**config.mk**
```make
export PLATFORM = sky130hd
export DESIGN_NAME = simt_reconv_stack
export DESIGN_NICKNAME = d
export VERILOG_FILES = /design/src/rtl/simt_reconv_pkg.sv /design/src/rtl/simt_branch_classify.sv /design/src/rtl/simt_path_stack.sv /design/src/rtl/simt_reconv_stack.sv
export SDC_FILE = /design/constraint.sdc
export NUM_CORES = 2
export LEC_CHECK = 0
export BUFFER_PORTS_ARGS = -buffer_cell sky130_fd_sc_hd__clkbuf_2
export CAP_MARGIN = 30
export CELL_PAD_IN_SITES_DETAIL_PLACEMENT = 1
export CELL_PAD_IN_SITES_GLOBAL_PLACEMENT = 2
export CORE_ASPECT_RATIO = 0.6
export CORE_MARGIN = 8
export CORE_UTILIZATION = 40
export CTS_CLUSTER_DIAMETER = 30
export CTS_CLUSTER_SIZE = 28
export DETAILED_ROUTE_END_ITERATION = 12
export PLACE_DENSITY_LB_ADDON = 0.1
export SLEW_MARGIN = 30
export SYNTH_ARGS = -nofsm -noshare
export SYNTH_HDL_FRONTEND = slang
export SYNTH_HIERARCHICAL = 1
export SYNTH_SLANG_ARGS = --single-unit
```
**constraint.sdc**
```tcl
create_clock -name clk -period 18.1 [get_ports clk]
set_clock_uncertainty 0.05 [all_clocks]
set_input_delay 2.715 -clock clk [delete_from_list [all_inputs] [get_ports clk]]
set_output_delay 2.715 -clock clk [all_outputs]
set_load 0.01 [all_outputs]
```
**src/rtl/simt_reconv_pkg.sv**
```systemverilog
package simt_reconv_pkg;
  typedef enum logic [1:0] {
    BR_ALL_FALL  = 2'd0,
    BR_ALL_TAKEN = 2'd1,
    BR_SPLIT     = 2'd2
  } br_kind_e;
endpackage

```
**src/rtl/simt_branch_classify.sv**
```systemverilog
module simt_branch_classify
  import simt_reconv_pkg::*;
#(
  parameter int LANES = 32
) (
  input  logic [LANES-1:0] active,
  input  logic [LANES-1:0] taken,
  output logic [LANES-1:0] t_mask,
  output logic [LANES-1:0] f_mask,
  output br_kind_e         kind
);
  // Only active lanes vote
  always_comb begin
    t_mask = taken & active;
    f_mask = active & ~taken;
    if (t_mask == '0)      kind = BR_ALL_FALL;
    else if (f_mask == '0) kind = BR_ALL_TAKEN;
    else                   kind = BR_SPLIT;
  end

  // a split hands every active lane to exactly one side
  always_comb begin
    if (kind == BR_SPLIT) begin
      assert ((t_mask & f_mask) == '0 && (t_mask | f_mask) == active)
        else $error("p_split_partition_r4");
    end
  end
endmodule

```
**src/rtl/simt_path_stack.sv**
```systemverilog
module simt_path_stack #(
  parameter int ENT_W = 80,
  parameter int DEPTH = 32,
  localparam int CNT_W = $clog2(DEPTH + 1),
  localparam int IDX_W = (DEPTH > 1) ? $clog2(DEPTH) : 1
) (
  input  logic             clk,
  input  logic             rst,
  input  logic             push2,
  input  logic [ENT_W-1:0] lo_ent,
  input  logic [ENT_W-1:0] hi_ent,
  input  logic             pop,
  output logic [ENT_W-1:0] top_ent,
  output logic             room2,
  output logic             empty
);
  logic [CNT_W-1:0] cnt_q;
  logic [ENT_W-1:0] slot_q [DEPTH];
  logic [IDX_W-1:0] top_idx;

  assign room2   = cnt_q <= CNT_W'(DEPTH - 2);
  assign empty   = cnt_q == '0;
  assign top_idx = IDX_W'(cnt_q - CNT_W'(1));
  assign top_ent = slot_q[top_idx];

  always_ff @(posedge clk) begin
    if (rst)        cnt_q <= '0;
    else if (push2) cnt_q <= cnt_q + CNT_W'(2);
    else if (pop)   cnt_q <= cnt_q - CNT_W'(1);
  end

  for (genvar i = 0; i < DEPTH; i++) begin : g_slot
    always_ff @(posedge clk) begin
      if (push2 && CNT_W'(i) == cnt_q)
        slot_q[i] <= lo_ent;
      else if (push2 && CNT_W'(i) == cnt_q + CNT_W'(1))
        slot_q[i] <= hi_ent;
    end
  end

  // a push never lands past the last slot
  p_no_overflow_r8: assert property (@(posedge clk) disable iff (rst)
    push2 |-> cnt_q <= CNT_W'(DEPTH - 2));
  // pop never happens on an empty stack
  p_pop_nonempty_r9: assert property (@(posedge clk) disable iff (rst)
    pop |-> !empty);
  // a cycle without push or pop keeps the occupancy
  p_hold_depth_r8: assert property (@(posedge clk) disable iff (rst)
    (!push2 && !pop) |=> $stable(cnt_q));
endmodule

```
**src/rtl/simt_reconv_stack.sv**
```systemverilog
module simt_reconv_stack
  import simt_reconv_pkg::*;
#(
  parameter int          LANES    = 32,
  parameter int          PC_W     = 32,
  parameter int          DEPTH    = 32,
  parameter logic [PC_W-1:0] RESET_PC = '0
) (
  input  logic             clk,
  input  logic             rst,
  input  logic             br_valid,
  input  logic [LANES-1:0] br_taken,
  input  logic [PC_W-1:0]  br_target,
  input  logic [PC_W-1:0]  br_fall,
  input  logic             st_valid,
  input  logic [PC_W-1:0]  st_next_pc,
  input  logic             st_set_rpc,
  input  logic [PC_W-1:0]  st_rpc,
  output logic             ev_ready,
  output logic [PC_W-1:0]  pc_o,
  output logic [LANES-1:0] mask_o,
  output logic             empty_o,
  output logic             overflow_o
);
  localparam int ENT_W = 2 * PC_W + LANES;

  logic [PC_W-1:0]  pc_q, rpc_q, pend_q;
  logic [LANES-1:0] mask_q;
  logic             ovf_q;

  logic [LANES-1:0] t_mask, f_mask;
  br_kind_e         kind;
  logic [ENT_W-1:0] lo_ent, hi_ent, top_ent;
  logic             room2, stk_empty, at_rpc, push2, br_acc, st_acc;
  logic [PC_W-1:0]  top_pc, top_rpc;
  logic [LANES-1:0] top_mask;

  simt_branch_classify #(.LANES(LANES)) u_cls (
    .active(mask_q), .taken(br_taken),
    .t_mask(t_mask), .f_mask(f_mask), .kind(kind)
  );

  // entry layout: {pc, mask, reconvergence pc}
  assign lo_ent = {pend_q, mask_q, rpc_q};
  assign hi_ent = {br_fall, f_mask, pend_q};
  assign {top_pc, top_mask, top_rpc} = top_ent;

  assign at_rpc   = !stk_empty && (pc_q == rpc_q);
  assign ev_ready = !at_rpc;
  assign br_acc   = br_valid && ev_ready;
  assign st_acc   = st_valid && ev_ready && !br_valid;
  assign push2    = br_acc && (kind == BR_SPLIT) && room2;

  simt_path_stack #(.ENT_W(ENT_W), .DEPTH(DEPTH)) u_stk (
    .clk(clk), .rst(rst), .push2(push2), .lo_ent(lo_ent), .hi_ent(hi_ent),
    .pop(at_rpc), .top_ent(top_ent), .room2(room2), .empty(stk_empty)
  );

  always_ff @(posedge clk) begin
    if (rst) begin
      pc_q   <= RESET_PC;
      mask_q <= '1;
      rpc_q  <= '0;
      pend_q <= '0;
      ovf_q  <= 1'b0;
    end else if (at_rpc) begin
      pc_q   <= top_pc;
      mask_q <= top_mask;
      rpc_q  <= top_rpc;
    end else if (br_acc) begin
      unique case (kind)
        BR_ALL_TAKEN: pc_q <= br_target;
        BR_ALL_FALL:  pc_q <= br_fall;
        default: begin
          if (room2) begin
            pc_q   <= br_target;
            mask_q <= t_mask;
            rpc_q  <= pend_q;
          end else begin
            pc_q  <= br_fall;
            ovf_q <= 1'b1;
          end
        end
      endcase
    end else if (st_acc) begin
      pc_q <= st_next_pc;
      if (st_set_rpc) pend_q <= st_rpc;
    end
  end

  assign pc_o       = pc_q;
  assign mask_o     = mask_q;
  assign empty_o    = stk_empty;
  assign overflow_o = ovf_q;

  // overflow flag is sticky
  p_ovf_sticky_r8: assert property (@(posedge clk) disable iff (rst)
    ovf_q |=> ovf_q);
  // an accepted split with room continues at the taken target
  p_taken_first_r4: assert property (@(posedge clk) disable iff (rst)
    push2 |=> pc_q == $past(br_target) && !empty_o);
  // with no deferred work every lane is active
  p_full_mask_when_empty_r7: assert property (@(posedge clk) disable iff (rst)
    empty_o |-> mask_q == '1);
  // an ignored event leaves the latched reconvergence point alone
  p_stall_ignores_r5: assert property (@(posedge clk) disable iff (rst)
    !ev_ready |=> $stable(pend_q));
  // the active mask is never empty
  p_mask_live_r4: assert property (@(posedge clk) disable iff (rst)
    mask_q != '0);
endmodule

```
==> impl_metrics.csv <==
group,metric,value,unit
status,outcome,"complete, no violations",
synthesis,synth_edf_count,3072,
global_route,gr-total-overflow,0,
routing,firstDrtPassIters,6,
hold_path,min_path_type,"flip-flop to flip-flop",
critical_path,path_class,"input pin to flip-flop",
power_and_ir_drop,power,21.6,mW
critical_path,worstReg2RegStart,"mask_o[7]$_SDFFE_PP1P_",
synthesis,synth-main-ff-cell,"edfxtp_1",
floorplan,die_w,844,um
layout,drive_gt1_share,52.0,%
layout,postLayoutCellArea,192000,um^2
clocking,clockBufferDepth,4,
routing,drt_wl_total,646000,um
placement,place.gp.congestion,0.784,
timing,fin_tns_setup,0,ns
synthesis,yosysWarningCount,6,
routing,vias,103000,
floorplan,rows,182,
floorplan,die-area,433000,um^2
clocking,ctsRootBufferMaster,"clkbuf_16",
clocking,cts-resized-gates,0,
routing,wl_met3,45700,um
critical_path,cp_max_fo,41,
power_and_ir_drop,leakage,65.0,nW
synthesis,ys_ff_latch,3207,
global_route,grt_first_pass_wirelength,886000,um
timing,maxSlewViolCount,0,
clocking,cts_hold_buf,0,
power_and_ir_drop,vdd_drop_max,127,uV
clocking,cts_setup_buffers,0,
floorplan,coreArea,410000,um^2
timing,relSlewSlack,22.3,%
routing,wire_per_inst,40.2,um
clocking,cts_tree,"done",
critical_path,ff2ff_path_depth,14,
clocking,cts_buffers,608,
critical_path,r2r_end,"u_stk/slot_q[3][23]$_DFFE_PP_",
timing,layout_setup_ws,9.38,ns
global_route,grtUsageTotal,28.8,%
global_route,grt_antenna_before_repair,24,
critical_path,cp.required,18.63,ns
floorplan,start_util,40.2,%
job,drv_cap,0,
synthesis,netlist_area,165000,um^2
synthesis,syn_avg_cell_area,16.2,um^2
placement,dpl.cell_count,14900,
critical_path,end_kind,"flip-flop",
critical_path,crit_path_start_kind,"input pin",
clocking,htree_levels,6,
routing,ant_nets,0,
critical_path,rrSetupSlack,10.70,ns
synthesis,ys_types,61,
clocking,insertion_delay,0.97,ns
routing,dr_wl_met2,286000,um
timing,fmax,0.115,GHz
power_and_ir_drop,p_per_area,112,nW/um^2
layout,utilization,47.0,%
clocking,cts_sinks,3207,
critical_path,arrival,9.25,ns
timing,tightest_slew,1.16,ns
timing,fin_hold_ws,0.428,ns
placement,place_ws,8.50,ns
synthesis,ys_seq_area_share,57.7,%
global_route,grt_max_degree,101,
routing,topRoutingLayerUsed,"met5",
placement,hpwl,347000,um
routing,route.detailed.drc,0,
synthesis,syn_inst,10200,
floorplan,chipHeight,513,um
hold_path,hp-start,"overflow_o$_SDFFE_PP0P_",
routing,drt_iter0_markers,12000,
synthesis,synth_nets,10400,
clocking,path_clk_slew,0.05,ns
timing,rsz0062_at_grt,"false",
layout,fin_nets,10300,
timing,fin_crit,8.72,ns
placement,dpl-instance-area,172000,um^2
timing,fin_crit_sh,48.2,%
floorplan,ios,232,
placement,port-buffer-count,231,
hold_path,min_path_cells,2,
routing,vias_per_cell,6.40,
hold_path,min_to,"overflow_o$_SDFFE_PP0P_",
synthesis,synthArstFlopShare,0,%
timing,setup_viol,0,
layout,areaGrowthSynthToFinish,17.0,%
routing,met1_length,297000,um
layout,final_cells,16100,
timing,hold_viol_final,0,
global_route,grt_pass1_vias,105000,
==> kinds of logic after synthesis <==
| kind of cell | share of synthesized area [%] |
|---|---|
| flops | 57.7 |
| simple gates | 3.11 |
| fa+ha+maj | 0.0608 |
| compound gates | 2.43 |
| mux | 33.1 |
| xor+xnor | 0.249 |
| buf+inv | 3.32 |
==> worst max-delay path, stage by stage <==
cell and delay (ns):
clkbuf_2 0.10, and2_1 0.19, or4_1 0.50, or4_1 0.79, or4_1 0.77, nor3b_1 0.26
nor3_2 0.21, buf_4 0.30, nand2_1 0.11, nor2_1 0.61, and2_4 0.97, o21bai_4 0.39
buf_4 0.56, buf_4 0.61
==> area by class of cell <==
class	instances	area (um^2)
multi-input cells	5671	65100
clock inverters	401	4470
flip-flops and latches	3207	95000
well taps	5428	6790
inverters	6	22.5
repair buffers	613	5040
diodes	17	42.5
clock buffers	711	16000
fillers	38100	217000
==> cells in the mapped netlist, types with 41 or more instances <==
master / instances / area (um^2)
a32o_1: 95 / 951
nand3_1: 57 / 285
edfxtp_1: 3072 / 92200
mux2_2: 3011 / 33900
nand2_1: 414 / 1550
nor2_1: 102 / 383
clkbuf_1: 869 / 3260
nand4_1: 41 / 257
a211oi_1: 159 / 1190
buf_2: 323 / 1620
buf_4: 42 / 315
mux2i_1: 234 / 2340
nor4_1: 44 / 275
buf_1: 62 / 233
o21ai_0: 46 / 230
and2_1: 128 / 801
nor2b_1: 99 / 619
a311oi_1: 95 / 832
dfxtp_1: 135 / 2700
mux4_2: 764 / 17200
mux2_1: 96 / 1080
==> state kept, by name, summed over array words and instances (netlist names) <==
register and count:
overflow_o 1, pend_q 32, pc_o 32, u_stk/slot_q 3072, u_stk/cnt_q 6, mask_o 32
rpc_q 32
==> worst max path at each step <==
stage                            start                              to  slack, ns  depth (start not counted)
after floorplan           br_taken[26]   u_stk/slot_q[19][0]$_DFFE_PP_       5.24                         10
final                      br_taken[4]   u_stk/slot_q[3][23]$_DFFE_PP_       9.38                         14
after global placement     br_taken[7]   u_stk/slot_q[3][23]$_DFFE_PP_       8.24                         14
after detailed placement   br_taken[4]  u_stk/slot_q[24][12]$_DFFE_PP_       8.50                         15
after global routing       br_taken[4]   u_stk/slot_q[3][24]$_DFFE_PP_       9.37                         14
after CTS                  br_taken[4]   u_stk/slot_q[3][91]$_DFFE_PP_       9.55                         14
==> layout by cell type (no fill, tap or decap), types with 81 or more instances in the layout <==
| master | instances |
|---|---|
| a211oi_1 | 157 |
| a311oi_1 | 92 |
| a32o_1 | 95 |
| and2_1 | 127 |
| buf_4 | 305 |
| bufinv_16 | 81 |
| clkbuf_16 | 624 |
| clkbuf_2 | 220 |
| clkinv_1 | 87 |
| clkinv_2 | 104 |
| dfxtp_1 | 85 |
| edfxtp_1 | 3072 |
| mux2_1 | 96 |
| mux2_2 | 3011 |
| mux2i_1 | 233 |
| mux4_2 | 764 |
| nand2_1 | 408 |
| nor2_1 | 99 |
==> power breakdown <==
group	internal [mW]	switching (mW)	total (mW)	leakage [nW]
Clock	7.50	4.02	11.5	9.92
Combinational	0.640	1.14	1.78	26.0
Sequential	8.26	0.0616	8.32	29.1
==> routing by layer <==
metal / vias up / track usage (%)
met5: - / 0
met1: 56800 / 43.3
met2: 4625 / 43.6
met4: 2 / 7.51
met3: 862 / 4.24
li1: 40500 / -
(Power assumes the default switching activity.)
